File: src/rtl/dacw_pkg.sv
// Package: dacw_pkg
// Shared constants and the register offset encoding for the DAC write interface.
// Assumes a single base-relative address bit selects between the two locations.
package dacw_pkg;

    // Host data bus width in bits.
    localparam int unsigned DACW_BYTE_W = 8;

    // Base-relative offsets of the two write-only locations.
    typedef enum logic {
        OFS_LOW_BYTE  = 1'b0,
        OFS_HIGH_CHAN = 1'b1
    } dacw_ofs_e;

endpackage

File: src/rtl/dacw_stage.sv
// Module: dacw_stage
// Holds the low code byte written at offset 0 until a later write replaces it.
// Assumes synchronous active-low reset; a commit never touches this register.
module dacw_stage #(
    parameter int unsigned BYTE_W = dacw_pkg::DACW_BYTE_W
) (
    input  logic              clk,
    input  logic              rst_n,
    input  logic              ld_i,
    input  logic [BYTE_W-1:0] d_i,
    output logic [BYTE_W-1:0] q_o
);

    logic [BYTE_W-1:0] stage_q;

    // Load the staged byte on an offset-0 write, otherwise hold.
    always_ff @(posedge clk) begin
        if (!rst_n) begin
            stage_q <= '0;
        end else if (ld_i) begin
            stage_q <= d_i;
        end
    end

    assign q_o = stage_q;


    stage_load_chk: assert property (@(posedge clk) disable iff (!rst_n)
        ld_i |=> stage_q == $past(d_i));


    stage_hold_chk: assert property (@(posedge clk) disable iff (!rst_n)
        !ld_i |=> $stable(stage_q));

endmodule

File: src/rtl/dacw_decode.sv
// Module: dacw_decode
// Decodes a host write into a staging load or a one-hot channel commit. It also
// forms the 12-bit code from the written nibble and the staged low byte.
// Assumes the nibble sits in the low bits of the byte and the channel number in
// the bits above it (HI_W + CH_W must not exceed BYTE_W).
module dacw_decode #(
    parameter int unsigned NUM_CH = 16,
    parameter int unsigned CODE_W = 12,
    parameter int unsigned BYTE_W = dacw_pkg::DACW_BYTE_W
) (
    input  logic              wr_en,
    input  logic              wr_addr,
    input  logic [BYTE_W-1:0] wr_data,
    input  logic [BYTE_W-1:0] stage_i,
    output logic              ld_low_o,
    output logic [NUM_CH-1:0] sel_o,
    output logic [CODE_W-1:0] code_o
);

    import dacw_pkg::*;

    localparam int unsigned HI_W = CODE_W - BYTE_W;
    localparam int unsigned CH_W = (NUM_CH > 1) ? $clog2(NUM_CH) : 1;

    dacw_ofs_e         ofs;
    logic              commit;
    logic [CH_W-1:0]   chan;
    logic [HI_W-1:0]   hi_nib;

    // Classify the write by its offset.
    always_comb begin
        ofs      = dacw_ofs_e'(wr_addr);
        ld_low_o = wr_en && (ofs == OFS_LOW_BYTE);
        commit   = wr_en && (ofs == OFS_HIGH_CHAN);
    end

    // Split the high byte into the code nibble and the channel number.
    always_comb begin
        hi_nib = wr_data[HI_W-1:0];
        chan   = wr_data[HI_W +: CH_W];
        code_o = {hi_nib, stage_i};
    end

    // One select line per channel, raised only on a commit to that channel.
    for (genvar g = 0; g < NUM_CH; g++) begin : g_sel
        assign sel_o[g] = commit && (chan == CH_W'(g));
    end

endmodule

File: src/rtl/dacw_bank.sv
// Module: dacw_bank
// One code register and one update-strobe flop per channel. A channel loads the
// shared code when its select line is high and pulses its strobe one cycle later.
// Assumes at most one select line is high per cycle.
module dacw_bank #(
    parameter int unsigned NUM_CH = 16,
    parameter int unsigned CODE_W = 12
) (
    input  logic                     clk,
    input  logic                     rst_n,
    input  logic [NUM_CH-1:0]        sel_i,
    input  logic [CODE_W-1:0]        code_i,
    output logic [NUM_CH*CODE_W-1:0] code_o,
    output logic [NUM_CH-1:0]        upd_o
);

    logic [CODE_W-1:0] code_q [NUM_CH];
    logic [NUM_CH-1:0] upd_q;

    for (genvar g = 0; g < NUM_CH; g++) begin : g_ch
        // Load this channel's code on its commit, otherwise hold.
        always_ff @(posedge clk) begin
            if (!rst_n) begin
                code_q[g] <= '0;
            end else if (sel_i[g]) begin
                code_q[g] <= code_i;
            end
        end

        // Pulse this channel's strobe for the cycle after its commit.
        always_ff @(posedge clk) begin
            if (!rst_n) begin
                upd_q[g] <= 1'b0;
            end else begin
                upd_q[g] <= sel_i[g];
            end
        end

        assign code_o[g*CODE_W +: CODE_W] = code_q[g];


        ch_load_chk: assert property (@(posedge clk) disable iff (!rst_n)
            sel_i[g] |=> code_q[g] == $past(code_i));


        ch_hold_chk: assert property (@(posedge clk) disable iff (!rst_n)
            !sel_i[g] |=> $stable(code_q[g]));


        upd_cause_chk: assert property (@(posedge clk) disable iff (!rst_n)
            upd_q[g] |-> $past(sel_i[g]));
    end

    assign upd_o = upd_q;


    upd_single_chk: assert property (@(posedge clk) disable iff (!rst_n)
        $onehot0(upd_q));


    rst_quiet_chk: assert property (@(posedge clk)
        !rst_n |=> (upd_q == '0));

endmodule

File: src/rtl/dacw_regif.sv
// Module: dacw_regif
// Top level of the staged DAC register interface. Offset 0 stages a low code
// byte; offset 1 carries the upper nibble and channel number and commits the
// joined code to that channel. Assumes a synchronous active-low reset and one
// write per cycle at most; there is no read path.
module dacw_regif #(
    parameter int unsigned NUM_CH = 16,
    parameter int unsigned CODE_W = 12,
    parameter int unsigned BYTE_W = dacw_pkg::DACW_BYTE_W
) (
    input  logic                     clk,
    input  logic                     rst_n,
    input  logic                     wr_en,
    input  logic                     wr_addr,
    input  logic [BYTE_W-1:0]        wr_data,
    output logic [NUM_CH*CODE_W-1:0] code_o,
    output logic [NUM_CH-1:0]        upd_o
);

    logic              ld_low;
    logic [BYTE_W-1:0] stage;
    logic [NUM_CH-1:0] sel;
    logic [CODE_W-1:0] new_code;

    dacw_decode #(
        .NUM_CH (NUM_CH),
        .CODE_W (CODE_W),
        .BYTE_W (BYTE_W)
    ) u_decode (
        .wr_en    (wr_en),
        .wr_addr  (wr_addr),
        .wr_data  (wr_data),
        .stage_i  (stage),
        .ld_low_o (ld_low),
        .sel_o    (sel),
        .code_o   (new_code)
    );

    dacw_stage #(
        .BYTE_W (BYTE_W)
    ) u_stage (
        .clk   (clk),
        .rst_n (rst_n),
        .ld_i  (ld_low),
        .d_i   (wr_data),
        .q_o   (stage)
    );

    dacw_bank #(
        .NUM_CH (NUM_CH),
        .CODE_W (CODE_W)
    ) u_bank (
        .clk    (clk),
        .rst_n  (rst_n),
        .sel_i  (sel),
        .code_i (new_code),
        .code_o (code_o),
        .upd_o  (upd_o)
    );


    low_no_commit_chk: assert property (@(posedge clk) disable iff (!rst_n)
        (wr_en && !wr_addr) |=> (upd_o == '0));


    idle_quiet_chk: assert property (@(posedge clk) disable iff (!rst_n)
        !wr_en |=> (upd_o == '0) && $stable(code_o));

endmodule

File: config.mk
export PLATFORM = sky130hd
export DESIGN_NAME = dacw_regif
export DESIGN_NICKNAME = d
export VERILOG_FILES = /design/src/rtl/dacw_pkg.sv /design/src/rtl/dacw_stage.sv /design/src/rtl/dacw_decode.sv /design/src/rtl/dacw_bank.sv /design/src/rtl/dacw_regif.sv
export SDC_FILE = /design/constraint.sdc
export NUM_CORES = 1
export LEC_CHECK = 0
export CORE_MARGIN = 2
export CORE_UTILIZATION = 35
export DETAILED_ROUTE_END_ITERATION = 10
export DONT_BUFFER_PORTS = 1
export GPL_ROUTABILITY_DRIVEN = 0
export MAX_ROUTING_LAYER = met4
export PLACE_DENSITY_LB_ADDON = 0.15
export SYNTH_ARGS = -nofsm -noshare
export SYNTH_HDL_FRONTEND = slang
export SYNTH_SLANG_ARGS = --single-unit
File: constraint.sdc
create_clock -name clk -period 2.55 [get_ports clk]
set_input_delay 0.1275 -clock clk [delete_from_list [all_inputs] [get_ports clk]]
set_output_delay 0.1275 -clock clk [all_outputs]
set_load 0.02 [all_outputs]
==> results.tsv <==
metric	value	unit
crit-path cells	dlygate4sd3_1 > nand4b_1 > buf_4 > o21ai_1 > buf_4	
Worst-Margin Slew	1.013	ns
pwr dens	861.1	nW/um2
Post-CTS Resized	0	
DRC Markers	0	
maxcap violations	0	
clock sink count	216	
Warnings, synthesis	0	
Via Count	4343	
largest net degree at the start of global routing	53	
worst-path cell with the longest stage delay	dlygate4sd3_1	
Ports	220	
Worst Setup Start Kind	primary input	
Setup TNS Final	0	ns
most frequent CP cell	buf_4	
met3 WL	2.334	mm
clock latency at the later pin of the worst-skew pair	0.49	ns
placed cell count	824	
HPWL Detailed	13.81	mm
Worst setup EP type	flop	
Max Root-Sink Buffers	3	
final number of setup-violating endpoints	0	
drt first pass iters	4	
row cnt	54	
sequential area share after synthesis	81.17	%
max layer used	met4	
Final Cell Area	8949	um2
Leak Pwr	2.914	nW
CTS Root Buffer Type	clkbuf_16	
core area	21690	um2
Starting Density	35.48	%
detailed-route vias per instance	4.941	
main combinational cell family by area after synthesis	simple AND/OR/NAND/NOR gates	
crit path max fanout	8	
maximum vdd drop	0.4150	mV
critical path type	primary input to flop	
post-route insts no fill	879	
Min-Delay Path Class	primary input to flop	
Final Util	41.26	%
vias in the first global route	4401	
first-pass GRT wire length	30.99	mm
gr ovfl total	0	
Pwr Total	7.706	mW
final hold violations	0	
hold_ws	0.02056	ns
min cycle time layout	1.562	ns
f_max	640.0	MHz
Max stage delay on crit path	0.57	ns
Seq cells post-synth	216	
commonest non-fill, non-tap cell in the layout	nor2_1	
Layout area overhead	16.29	%
Chip Height	152.3	um
Placement Cell Area	8100	um2
final net count	593	
Post-Syn Instances	553	
Layout fillers	1998	
number of port buffers	0	
metal1 wirelength	8.727	mm
Fin Clk Skew	0.01019	ns
post-synthesis adder-cell area fraction	0	%
Synth Area in Simple Gates	14.83	%
antenna violations before repair	2	
Pins Over Slew Limit	0	
commonest cells after routing, fill and taps aside	210 x nor2_1, 192 x edfxtp_1, 49 x nand2_1	
Tot GR Track Use	18.70	%
period utilization	61.27	%
WP data required	2.75	ns
WP data arrival	1.76	ns
met2 routed WL	10.03	mm
Routed WL	21.39	mm
initial drt markers	294	
post-synthesis mux area share	1.041	%
Num CTS Buffers	23	
CTS tree	done	
Routed Antenna Nets	0	
outcome	finished, final reports clean	
H-tree levels	1	
Synth cell types	19	
Slew Limit Headroom	32.30	%
Avg WL per Cell	24.33	um
post-synth top area share	74.93	%
Avg Cell Area, Syn	13.91	um2
Setup WS post-layout	0.9876	ns
post-synthesis compound-gate area fraction	1.041	%
Place WS	1.074	ns
post-synth top area cell	edfxtp_1	
die span in x	152.3	um
top area cells in the synthesized netlist	edfxtp_1 75%, nor2_1 10%, dfxtp_1 6.2%	
die area	23190	um2
Synth Area in XOR/XNOR	0	%
RSZ-0062 raised after global routing	false	
share of cells above drive strength 1	9.213	%
Worst-path clk slew	0.06	ns
Synth Net Count	565	
synthesized area	7695	um2
state kept, by name (all words and copies together), names as in the netlist:
name and count:
u_stage.q_o 8, u_bank.code_q 192, u_bank.upd_o 16
cell type report:
| class | count | area [um2] | area share [%] |
|---|---|---|---|
| flip-flops and latches | 216 | 6246 | 69.80 |
| multi-input cells | 307 | 1309 | 14.63 |
| clock buffers | 36 | 644.4 | 7.201 |
| well taps | 280 | 350.3 | 3.915 |
| repair buffers | 33 | 315.3 | 3.523 |
| clock inverters | 5 | 78.83 | 0.8809 |
| diodes | 2 | 5.005 | 0.05593 |
kinds of logic after synthesis:
family                 Yosys count
AND/OR/NAND/NOR                283
flip-flops                     216
buffers and inverters           30
AO/OA/AOI/OAI                   16
multiplexers                     8
power breakdown:
group / switching [mW] / total, mW / internal (mW)
clock: 1.27 / 3.21 / 1.93
combinational: 0.174 / 0.237 / 0.0628
sequential: 0.265 / 4.26 / 4.00
total: 1.71 / 7.71 / 5.99
layer usage:
| layer | vias to the layer above | GRT usage [%] |
|---|---|---|
| met5 | - | - |
| met3 | 26 | 7.537 |
| li1 | 1952 | - |
| met1 | 2154 | 23.49 |
| met4 | 0 | 3.827 |
| met2 | 211 | 28.85 |
repair_timing:
| action | in CTS | in global routing |
|---|---|---|
| hold buffers | 12 | 0 |
| endpoints found under the hold margin | 79 | 0 |
| setup buffers | 0 | 0 |
| endpoints found under the setup margin | 0 | 0 |
worst max-delay path, delay by kind of cell:
family | cells | cell delay [ns]
buffers and inverters | 3 | 1.02
AO/OA/AOI/OAI | 1 | 0.41
AND/OR/NAND/NOR | 1 | 0.21
final timing paths:
| check | start | end | slack (ns) | cells after the start |
|---|---|---|---|---|
| max | wr_data[5] | u_bank.code_q[0][69] | 0.99 | 5 |
| min reg2reg | u_stage.q_o[0] | u_stage.q_o[0] | 0.66 | 2 |
| min | rst_n | u_bank.upd_o[1] | 0.02 | 3 |
| max reg2reg | u_stage.q_o[3] | u_stage.q_o[3] | 1.15 | 3 |
cells in the mapped netlist (all sizes together):
cell type,n
nand2,50
nor2b,9
nand3,2
and4,1
or2,1
and4b,2
o21ai,16
dfxtp,24
clkbuf,12
mux2i,8
buf,18
nand3b,2
nor2,210
edfxtp,192
nand4b,2
nand4,1
nand2b,2
and4bb,1
(Power assumes the default switching activity.)
